$ cat src/rtl/synth_cfg_pkg.sv
package synth_cfg_pkg;
  localparam int M_W     = 9;
  localparam int N_W     = 2;
  localparam int T_W     = 2;
  localparam int SPARE_W = 1;
  localparam int FRAME_W = T_W + SPARE_W + N_W + M_W;
  localparam int RATIO_W = 1 << N_W;
  localparam int N_LSB   = M_W;
  localparam int T_LSB   = M_W + N_W + SPARE_W;

  typedef struct packed {
    logic [T_W-1:0] t;
    logic [N_W-1:0] n;
    logic [M_W-1:0] m;
  } cfg_t;

  typedef enum logic [T_W-1:0] {
    TSEL_LOW   = 2'b00,
    TSEL_SHIFT = 2'b01,
    TSEL_MFB   = 2'b10,
    TSEL_FOUT  = 2'b11
  } tsel_e;
endpackage

$ cat src/rtl/sync_bits.sv
module sync_bits #(
  parameter int             W       = 1,
  parameter int             STAGES  = 2,
  parameter logic [W-1:0]   RST_VAL = '0
) (
  input  logic         clk_i,
  input  logic         rst_ni,
  input  logic [W-1:0] d_i,
  output logic [W-1:0] q_o
);
  logic [W-1:0] st_q [STAGES];

  always_ff @(posedge clk_i or negedge rst_ni) begin
    if (!rst_ni) st_q[0] <= RST_VAL;
    else         st_q[0] <= d_i;
  end

  for (genvar k = 1; k < STAGES; k++) begin : g_stage
    always_ff @(posedge clk_i or negedge rst_ni) begin
      if (!rst_ni) st_q[k] <= RST_VAL;
      else         st_q[k] <= st_q[k-1];
    end
  end

  assign q_o = st_q[STAGES-1];
endmodule

$ cat src/rtl/sync_edge.sv
module sync_edge #(
  parameter int           W       = 1,
  parameter int           STAGES  = 2,
  parameter logic [W-1:0] RST_VAL = '0
) (
  input  logic         clk_i,
  input  logic         rst_ni,
  input  logic [W-1:0] d_i,
  output logic [W-1:0] lvl_o,
  output logic [W-1:0] rise_o
);
  logic [W-1:0] prev_q;

  sync_bits #(.W(W), .STAGES(STAGES), .RST_VAL(RST_VAL)) u_sync (
    .clk_i (clk_i),
    .rst_ni(rst_ni),
    .d_i   (d_i),
    .q_o   (lvl_o)
  );

  always_ff @(posedge clk_i or negedge rst_ni) begin
    if (!rst_ni) prev_q <= RST_VAL;
    else         prev_q <= lvl_o;
  end

  for (genvar b = 0; b < W; b++) begin : g_edge
    assign rise_o[b] = lvl_o[b] & ~prev_q[b];

    AST_SINGLE_PULSE: assert property (@(posedge clk_i) disable iff (!rst_ni)
      rise_o[b] |=> !rise_o[b]);
  end
endmodule

$ cat src/rtl/cfg_shreg.sv
module cfg_shreg #(
  parameter int W = 14
) (
  input  logic         clk_i,
  input  logic         rst_ni,
  input  logic         shift_i,
  input  logic         din_i,
  output logic [W-1:0] q_o,
  output logic [W-1:0] nxt_o
);
  assign nxt_o = {q_o[W-2:0], din_i};

  always_ff @(posedge clk_i or negedge rst_ni) begin
    if (!rst_ni)      q_o <= '0;
    else if (shift_i) q_o <= nxt_o;
  end

  AST_SHIFT_IDLE: assert property (@(posedge clk_i) disable iff (!rst_ni)
    !shift_i |=> $stable(q_o));
endmodule

$ cat src/rtl/cfg_test_mux.sv
module cfg_test_mux
  import synth_cfg_pkg::*;
(
  input  logic [T_W-1:0] sel_i,
  input  logic           en_i,
  input  logic           shift_i,
  input  logic           mfb_i,
  input  logic           fout_i,
  output logic           test_o
);
  logic raw;

  always_comb begin
    unique case (tsel_e'(sel_i))
      TSEL_LOW:   raw = 1'b0;
      TSEL_SHIFT: raw = shift_i;
      TSEL_MFB:   raw = mfb_i;
      TSEL_FOUT:  raw = fout_i;
      default:    raw = 1'b0;
    endcase
  end

  assign test_o = en_i & raw;
endmodule

$ cat src/rtl/synth_cfg_loader.sv
module synth_cfg_loader
  import synth_cfg_pkg::*;
#(
  parameter int SYNC_STAGES = 2,
  parameter int DEF_M       = 20,
  parameter int LOCK_MIN    = 10,
  parameter int LOCK_MAX    = 28
) (
  input  logic               clk_i,
  input  logic               rst_ni,
  input  logic               mr_i,
  input  logic               pload_ni,
  input  logic [M_W-1:0]     par_m_i,
  input  logic [N_W-1:0]     par_n_i,
  input  logic               sload_i,
  input  logic               sclk_i,
  input  logic               sdata_i,
  input  logic               mdiv_fb_i,
  input  logic               fout_i,
  output logic [M_W-1:0]     m_o,
  output logic [N_W-1:0]     n_o,
  output logic [T_W-1:0]     t_o,
  output logic [RATIO_W-1:0] div_ratio_o,
  output logic               m_range_err_o,
  output logic               test_o
);
  localparam logic [M_W-1:0] M_LO  = M_W'(LOCK_MIN);
  localparam logic [M_W-1:0] M_HI  = M_W'(LOCK_MAX);
  localparam logic [M_W-1:0] M_DEF = M_W'(DEF_M);

  // slow-strobe pins: level only; serial control pins: level + rising edge
  logic [1:0] lvl_a;
  logic [1:0] lvl_s, rise_s;

  sync_bits #(.W(2), .STAGES(SYNC_STAGES), .RST_VAL(2'b10)) u_sync_lvl (
    .clk_i (clk_i),
    .rst_ni(rst_ni),
    .d_i   ({pload_ni, sdata_i}),
    .q_o   (lvl_a)
  );

  sync_edge #(.W(2), .STAGES(SYNC_STAGES), .RST_VAL(2'b00)) u_sync_ser (
    .clk_i (clk_i),
    .rst_ni(rst_ni),
    .d_i   ({sload_i, sclk_i}),
    .lvl_o (lvl_s),
    .rise_o(rise_s)
  );

  logic par_mode, sdata_s, sload_s, sload_rise, sclk_rise;
  assign par_mode   = ~lvl_a[1];
  assign sdata_s    = lvl_a[0];
  assign sload_s    = lvl_s[1];
  assign sload_rise = rise_s[1];
  assign sclk_rise  = rise_s[0];

  logic               shift_en;
  logic [FRAME_W-1:0] sr_q, sr_nxt;
  assign shift_en = sclk_rise & ~par_mode;

  cfg_shreg #(.W(FRAME_W)) u_shreg (
    .clk_i  (clk_i),
    .rst_ni (rst_ni),
    .shift_i(shift_en),
    .din_i  (sdata_s),
    .q_o    (sr_q),
    .nxt_o  (sr_nxt)
  );

  cfg_t cfg_q, from_nxt, from_cur;

  assign from_nxt.t = sr_nxt[T_LSB +: T_W];
  assign from_nxt.n = sr_nxt[N_LSB +: N_W];
  assign from_nxt.m = sr_nxt[M_W-1:0];
  assign from_cur.t = sr_q[T_LSB +: T_W];
  assign from_cur.n = sr_q[N_LSB +: N_W];
  assign from_cur.m = sr_q[M_W-1:0];

  always_ff @(posedge clk_i or negedge rst_ni) begin
    if (!rst_ni) begin
      cfg_q <= '{t: '0, n: '0, m: M_DEF};
    end else if (par_mode) begin
      cfg_q.m <= par_m_i;
      cfg_q.n <= par_n_i;
    end else if (sclk_rise && sload_s) begin
      cfg_q <= from_nxt;
    end else if (sload_rise) begin
      cfg_q <= from_cur;
    end
  end

  assign m_o           = cfg_q.m;
  assign n_o           = cfg_q.n;
  assign t_o           = cfg_q.t;
  assign div_ratio_o   = RATIO_W'(1) << cfg_q.n;
  assign m_range_err_o = (cfg_q.m < M_LO) || (cfg_q.m > M_HI);

  cfg_test_mux u_tmux (
    .sel_i  (cfg_q.t),
    .en_i   (~par_mode & ~mr_i),
    .shift_i(sr_q[FRAME_W-1]),
    .mfb_i  (mdiv_fb_i),
    .fout_i (fout_i),
    .test_o (test_o)
  );

  AST_PAR_FOLLOW: assert property (@(posedge clk_i) disable iff (!rst_ni)
    par_mode |=> (m_o == $past(par_m_i)) && (n_o == $past(par_n_i)));

  AST_HOLD_IDLE: assert property (@(posedge clk_i) disable iff (!rst_ni)
    (!par_mode && !sclk_rise && !sload_rise) |=> ($stable(m_o) && $stable(n_o) && $stable(t_o)));

  AST_FLOW_THROUGH: assert property (@(posedge clk_i) disable iff (!rst_ni)
    (!par_mode && sclk_rise && sload_s) |=> (m_o == sr_q[M_W-1:0]));

  AST_TEST_PAR_LOW: assert property (@(posedge clk_i) disable iff (!rst_ni)
    par_mode |-> !test_o);

  AST_MR_TEST_LOW: assert property (@(posedge clk_i) disable iff (!rst_ni)
    mr_i |-> !test_o);

  AST_T_KEPT_PAR: assert property (@(posedge clk_i) disable iff (!rst_ni)
    par_mode |=> $stable(t_o));
endmodule

$ cat config.mk
export PLATFORM = sky130hd
export DESIGN_NAME = synth_cfg_loader
export DESIGN_NICKNAME = d
export VERILOG_FILES = /design/src/rtl/synth_cfg_pkg.sv /design/src/rtl/sync_bits.sv /design/src/rtl/sync_edge.sv /design/src/rtl/cfg_shreg.sv /design/src/rtl/cfg_test_mux.sv /design/src/rtl/synth_cfg_loader.sv
export SDC_FILE = /design/constraint.sdc
export NUM_CORES = 1
export LEC_CHECK = 0
export ABC_CLOCK_PERIOD_IN_PS = 1550
export BUFFER_PORTS_ARGS = -buffer_cell sky130_fd_sc_hd__buf_2
export CORE_MARGIN = 4
export CORE_UTILIZATION = 49
export CTS_CLUSTER_SIZE = 16
export DETAILED_ROUTE_END_ITERATION = 16
export GPL_TIMING_DRIVEN = 0
export HOLD_SLACK_MARGIN = 0.1
export PLACE_DENSITY = 0.77
export SETUP_SLACK_MARGIN = 0.15
export SLEW_MARGIN = 20
export SYNTH_ARGS = -nofsm -noshare
export SYNTH_HDL_FRONTEND = slang
export SYNTH_SLANG_ARGS = --single-unit
$ cat constraint.sdc
create_clock -name clk_i -period 1.55 [get_ports clk_i]
set_clock_uncertainty 0.05 [all_clocks]
set_input_delay 0.0775 -clock clk_i [delete_from_list [all_inputs] [get_ports clk_i]]
set_output_delay 0.0775 -clock clk_i [all_outputs]
set_load 0.05 [all_outputs]
==> metrics.md, run 1 <==
| Metric | Value |
|---|---|
| Min-delay worst type | `reg -> reg` |
| Top cell type's share of synthesized area | `51.7%` |
| Starting Density | `51.9%` |
| Clk_lat worst skew | `0.33 ns` |
| Syn Std Cell Area | `1600 um^2` |
| Placed Cells | `198` |
| TritonCTS clock tree | `done` |
| Synth area leaders | `dfrtp_1 (52%), mux2_4 (9.4%), mux2i_1 (8.1%)` |
| Core area | `3080 um^2` |
| Clock network power share | `24.4%` |
| Crit path from | `m_o[7]` |
| Antenna viol nets, final | `0` |
| Mapped Nets | `136` |
| Reg area | `936 um^2` |
| Critical Path Max Stage Delay | `0.44 ns` |
| Min Hold Slack | `0.309 ns` |
| Root buffer cell | `clkbuf_4` |
| Cell count after synthesis | `116` |
| Layout cells sized above 1 | `63.7%` |
| XOR/XNOR Fraction of Synth Area | `0%` |
| Min-delay src | `u_sync_ser.u_sync.st_q[3]` |
| Design Area, Final | `2510 um^2` |
| Final hold vios | `0` |
| Compound-Gate Fraction of Synth Area | `12.3%` |
| First drt pass iteration count | `4` |
| Post-synth EDFFs | `0` |
| Syn. warnings | `0` |
| Reg2reg end | `m_o[0]` |
| Flop pwr share | `47.0%` |
| Pin count of the biggest net entering global routing | `38` |
| CP startpoint kind | `flop` |
| Netlist cell types | `26` |
| CP max FO | `3` |
| GPL Wtd Cong | `0.773` |
| Sequential share of the synthesized area | `58.3%` |
| Initial antenna violation count | `0` |
| Layout Cells excl Fill | `237` |
| Most frequent cell after synthesis | `dfrtp_1` |
| Post-Synth Adder-Cell Area | `0%` |
| Proportion of synthesized area in mux cells | `21.1%` |
| Detailed router's first-iteration violation count | `36` |
| Unrepaired setup endpoints after global routing | `true` |
| PortBufs | `38` |
| Total global-route track usage | `18.1%` |
| DRC viols | `0` |
| Maximum clock rate | `638 MHz` |
| Largest family of logic cells by synthesized area | `multiplexers` |
| R2R depth | `6` |
| Fin. max-slew vios | `0` |
| Num rows | `20` |
| Maximum vdd drop | `0.932 mV` |
| Vias per std cell | `5.31` |
| TNS Setup | `-0.0172 ns` |
| Final nets | `212` |
| Total gr overflow | `0` |
| Critical Path AT | `1.44 ns` |
| Fin worst setup slack | `-0.0172 ns` |
| Global-route wire length before repair | `5.74 mm` |
| Routed length per instance | `17.7 um` |
| DP Worst Slack | `0.102 ns` |
| Hpwl dp | `2.23 mm` |
| Slew HR | `45.1%` |
| Worst setup EP type | `primary output` |
| Synth Register Bits | `37` |
| Failing checks | `setup timing` |
| Slowest CP cell | `dfrtp_1` |
| Ys flop type | `dfrtp_1` |
| CTS H-tree depth | `2` |
| Setup crit end | `m_range_err_o` |
| Post-DP Area | `1860 um^2` |
| Min cycle time layout | `1.57 ns` |
| Die X | `65.1 um` |
| Vias in the first global route | `1232` |
| Fillers | `168` |
| Die area | `4240 um^2` |
| Period utilization | `101%` |
| LEAKAGE | `1.18 nW` |
| Worst reg2reg path startpoint | `u_sync_ser.prev_q[0]` |
| Cell Pwr Density | `1130 nW/um^2` |
| Post-synth top area cell | `dfrtp_1` |
| Clock tree sinks | `37` |
| Finish-stage setup viols | `1` |
| Mapped Avg Cell Area | `13.8 um^2` |
| Internal | `1.91 mW` |
| Antenna diodes | `0` |
| Critical Path RT | `1.42 ns` |
| Worst slew pin tran | `0.824 ns` |
| Clock buffer depth | `2` |
| TritonCTS Buffers | `5` |
| Post-synth ARST share | `100%` |
| Detailed Route WL | `4.20 mm` |
| Psw | `925 uW` |
| Combinational share of power | `28.7%` |
| Area of the multi-input gates | `822 um^2` |
| Flop-to-flop setup slack | `0.09 ns` |
| Critical path type | `reg -> out` |
| Sw Share | `32.6%` |
| Chip height | `65.1 um` |
| Status | `complete, but fails checks` |
| CP cell instances | `nor4_4 > o211ai_1 > buf_4` |
| Via count | `1259` |
| Area delta synth->final | `57.2%` |
| Top cells by count, synth | `dfrtp_1 (33), mux2i_1 (13), o21ai_0 (12)` |
| # IOs | `39` |
| Reg clk slew, reported paths | `0.11 ns` |
| Post-Synth Simple-Gate Area | `5.25%` |
| MaxCap Viol Count | `0` |
worst min path at each step:
stage                                     to  cells after the start
CTS                       u_sync_lvl.st_q[2]                      2
global route              u_sync_lvl.st_q[3]                      2
finish              u_sync_ser.u_sync.q_o[1]                      0
floorplan                             m_o[0]                      0
detailed placement        u_sync_lvl.st_q[2]                      1
global placement          u_sync_lvl.st_q[3]                      1
worst max-delay path: cells and delay by family (launching register included):
kind,cells,cell delay (ns)
DFF,1,0.44
AOI/OAI and AO/OA,1,0.15
buffers and inverters,1,0.21
and+or+nand+nor,1,0.30
flip-flops by register name, indices dropped and copies added (netlist names):
register	cells
u_shreg.q_o	14
m_o	9
n_o	2
t_o	2
u_sync_lvl.q_o	2
u_sync_lvl.st_q	2
u_sync_ser.prev_q	2
u_sync_ser.u_sync.q_o	2
u_sync_ser.u_sync.st_q	2
power by group through the flow:
stage	Clock [mW]	Sequential [mW]	Combinational (mW)
2_1_floorplan	0	1.40	0.332
3_3_place_gp	0	1.28	0.601
3_5_place_dp	0	1.29	0.611
4_1_cts	0.712	1.27	0.660
5_1_grt	0.756	1.36	0.857
6_report	0.691	1.33	0.812
area by class of cell:
| type | instances | area share [%] |
|---|---|---|
| Sequential cell | 37 | 37.3 |
| Multi-Input combinational cell | 72 | 32.7 |
| Timing Repair Buffer | 69 | 21.2 |
| Buffer | 5 | 2.79 |
| Clock buffer | 7 | 2.19 |
| Tap cell | 44 | 2.19 |
| Clock inverter | 1 | 1.20 |
| Inverter | 2 | 0.399 |
cell usage in the layout (no fill, tap or decap), types with 6 or more instances in the layout:
cell / netlist / layout
dlygate4sd3_1: 0 / 16
buf_2: 1 / 36
a22oi_1: 11 / 6
dfrtp_1: 33 / 29
buf_6: 2 / 10
mux2_4: 10 / 12
o21ai_2: 0 / 7
buf_4: 2 / 8
stage by stage:
step,util (%),power (mW)
3_5_place_dp,60.6,1.90
6_report,81.6,2.83
2_1_floorplan,-,1.73
4_1_cts,70.7,2.65
3_3_place_gp,60.6,1.88
5_1_grt,81.6,2.97
cell families after synthesis:
kind of cell           Yosys count
muxes                           28
AOI/OAI and AO/OA               30
buffers and inverters            7
DFF                             37
and+or+nand+nor                 14
timing repair:
action,in CTS,in global routing
gates cloned,0,4
setup buffers,4,7
pin swaps,4,11
hold buffers,16,0
gates resized for setup,10,63
hold endpoints to repair,48,0
endpoints found under the setup margin,9,25
metal layers:
layer / share of wire [%] / vias to the layer above / wire (um) / global-route usage (%)
met5: 0 / - / 0 / 0
met1: 41 / 625 / 1710 / 21.8
met3: 6.0 / 4 / 253 / 6.50
li1: - / 585 / - / -
met2: 52 / 45 / 2200 / 29.0
met4: 0.95 / 0 / 40 / 8.55
Note: power is estimated with default switching activity, not from simulation.
==> inputs of run 2 (changes only) <==
--- a/config.mk
+++ b/config.mk
@@ -13,9 +13,9 @@
 export DETAILED_ROUTE_END_ITERATION = 16
 export GPL_TIMING_DRIVEN = 0
 export HOLD_SLACK_MARGIN = 0.1
-export PLACE_DENSITY = 0.77
-export SETUP_SLACK_MARGIN = 0.15
+export PLACE_DENSITY = 0.76
 export SLEW_MARGIN = 20
 export SYNTH_ARGS = -nofsm -noshare
 export SYNTH_HDL_FRONTEND = slang
+export SYNTH_HIERARCHICAL = 1
 export SYNTH_SLANG_ARGS = --single-unit
==> metrics.md, run 2 <==
| Metric | Value |
|---|---|
| PortBufs | `38 (unchanged)` |
| Vias per std cell | `5.14 (-3.2%)` |
| Die X | `69.7 um (+7.1%)` |
| Reg2reg end | `u_shreg/q_o[4]` |
| Critical path type | `reg -> out` |
| CTS H-tree depth | `2 (unchanged)` |
| Maximum vdd drop | `0.784 mV (-16%)` |
| Global-route wire length before repair | `7.01 mm (+22%)` |
| Critical Path RT | `1.42 ns (about the same)` |
| Total global-route track usage | `18.4% (+0.26 points)` |
| Min Hold Slack | `0.308 ns (-0.000227 ns)` |
| Area delta synth->final | `36.3%` |
| Die area | `4860 um^2 (+15%)` |
| Slew HR | `45.6% (+0.55 points)` |
| Chip height | `69.7 um (+7.1%)` |
| Period utilization | `102% (+0.83 points)` |
| MaxCap Viol Count | `0 (unchanged)` |
| Finish-stage setup viols | `9 (+8)` |
| Num rows | `22 (+10%)` |
| Routed length per instance | `14.9 um (-16%)` |
| DRC viols | `0 (unchanged)` |
| Most flops, register | `u_shreg/q_o` |
| R2R depth | `5 (-1)` |
| TritonCTS clock tree | `done` |
| Syn Std Cell Area | `1870 um^2 (+17%)` |
| First drt pass iteration count | `4 (unchanged)` |
| Min cycle time layout | `1.58 ns (+0.0129 ns)` |
| Total gr overflow | `0 (unchanged)` |
| CP startpoint kind | `flop` |
| Commonest non-fill, non-tap cell in the layout | `buf_2` |
| Worst slew pin tran | `0.816 ns (-0.00822 ns)` |
| Pin count of the biggest net entering global routing | `38 (unchanged)` |
| Clock tree sinks | `37 (unchanged)` |
| Clk_lat worst skew | `0.29 ns (-0.04 ns)` |
| Critical Path AT | `1.45 ns (about the same)` |
| Worst reg2reg path startpoint | `u_sync_lvl/q_o[1]` |
| Syn. warnings | `6 (+6)` |
| Worst setup EP type | `primary output` |
| Mapped Nets | `175 (+29%)` |
| Via count | `1394 (+11%)` |
| Vias in the first global route | `1502 (+22%)` |
| Antenna viol nets, final | `0 (unchanged)` |
| CP max FO | `4 (+1)` |
| Detailed Route WL | `4.03 mm (-4.1%)` |
| Mapped Avg Cell Area | `12.1 um^2 (-13%)` |
| LEAKAGE | `1.22 nW (+3.5%)` |
| Commonest non-fill, non-tap cells in the layout | `buf_2 (38), dfrtp_1 (31), buf_4 (20)` |
| Cell count after synthesis | `155 (+34%)` |
| Maximum clock rate | `633 MHz (-0.82%)` |
| Setup crit end | `test_o` |
| Failing checks | `setup timing` |
| Reg clk slew, reported paths | `0.07 ns (-0.04 ns)` |
| Starting Density | `51.0% (-0.89 points)` |
| Flop-to-flop setup slack | `-0.02 ns (-0.11 ns)` |
| TNS Setup | `-0.126 ns (-0.109 ns)` |
| Detailed router's first-iteration violation count | `39 (+8.3%)` |
| Fin worst setup slack | `-0.0301 ns (-0.0129 ns)` |
| Clock buffer depth | `2 (unchanged)` |
| Layout cells sized above 1 | `56.1% (-7.7 points)` |
| Root buffer cell | `clkbuf_8` |
| Initial antenna violation count | `0 (unchanged)` |
| Fillers | `262 (+56%)` |
| Min-delay worst type | `reg -> reg` |
| GPL Wtd Cong | `0.791 (+2.3%)` |
| Final nets | `242 (+14%)` |
| Max reg flops | `14 (unchanged)` |
| Final hold vios | `0 (unchanged)` |
| Hpwl dp | `2.64 mm (+19%)` |
| Status | `complete, but fails checks` |
| Antenna diodes | `0 (unchanged)` |
| Fin. max-slew vios | `0 (unchanged)` |
| Crit path from | `u_sync_lvl/q_o[1]` |
| TritonCTS Buffers | `5 (unchanged)` |
| Unrepaired setup endpoints after global routing | `true` |
| # IOs | `39 (unchanged)` |
| Cell Pwr Density | `1160 nW/um^2 (+2.7%)` |
| Core area | `3660 um^2 (+19%)` |
## run 2: area by class of cell
type / instances / area, um^2 / area share [%]
clock buffer: 8 / 90.1 / 3.54
multi-input combinational: 81 / 766 / 30.1
sequential: 37 / 933 / 36.7
buffer: 22 / 184 / 7.22
tap: 48 / 60.1 / 2.36
inverter: 12 / 45.0 / 1.77
timing repair buffer: 63 / 468 / 18.4
## run 2: routing by layer
layer	share of wire (%)	wire length, um	track usage [%]
met5	0	0	0
met4	2.0	81	7.02
met3	5.0	201	5.65
met2	50	2020	31.7
met1	43	1720	21.4
## run 2: power by group
part	switching, mW	leakage, nW	total, mW	internal, mW
clock	0.324	0.0455	0.686	0.362
combinational	0.459	0.724	0.967	0.508
sequential	0.164	0.450	1.30	1.13
## run 2: how the worst min path moves through the flow
| stage | from | endpoint | slack, ns | depth (start not counted) |
|---|---|---|---|---|
| after global placement | pload_ni | u_sync_lvl/st_q[3] | 0.14 | 1 |
| after global routing | u_sync_lvl/st_q[3] | u_sync_lvl/q_o[1] | 0.32 | 0 |
| after detailed placement | pload_ni | u_sync_lvl/st_q[3] | 0.14 | 1 |
| final | u_sync_lvl/st_q[2] | u_sync_lvl/q_o[0] | 0.31 | 0 |
| after floorplan | rst_ni | m_o[0] | -0.27 | 0 |
| after CTS | u_sync_ser/u_sync/st_q[2] | u_sync_ser/u_sync/q_o[0] | 0.31 | 0 |
## run 2: worst max-delay path, stage by stage (launching register included)
cell	delay, ns
dfstp_2	0.58
nor2b_1	0.14
inv_1	0.08
a211oi_4	0.18
buf_6	0.19
## run 2: repair_timing
action,CTS,global route
hold endpoints to repair,48,0
pin swaps,1,1
cloned,1,0
gates resized for setup,11,2
setup buffers,8,0
setup endpoints to repair,16,22
hold buffers,16,0
## run 2: per-stage QoR
step / area [um^2] / cells / setup slack (ns) / utilization (%) / total power, mW
floorplan: 1940 / 155 / -0.0832 / - / 2.01
global placement: 2190 / 241 / -0.155 / 59.9 / 2.18
detailed placement: 2190 / 241 / -0.175 / 59.9 / 2.20
CTS: 2570 / 273 / -0.198 / 70.2 / 2.95
global route: 2550 / 271 / -0.0773 / 69.5 / 3.11
finish: 2550 / 271 / -0.0301 / 69.5 / 2.95
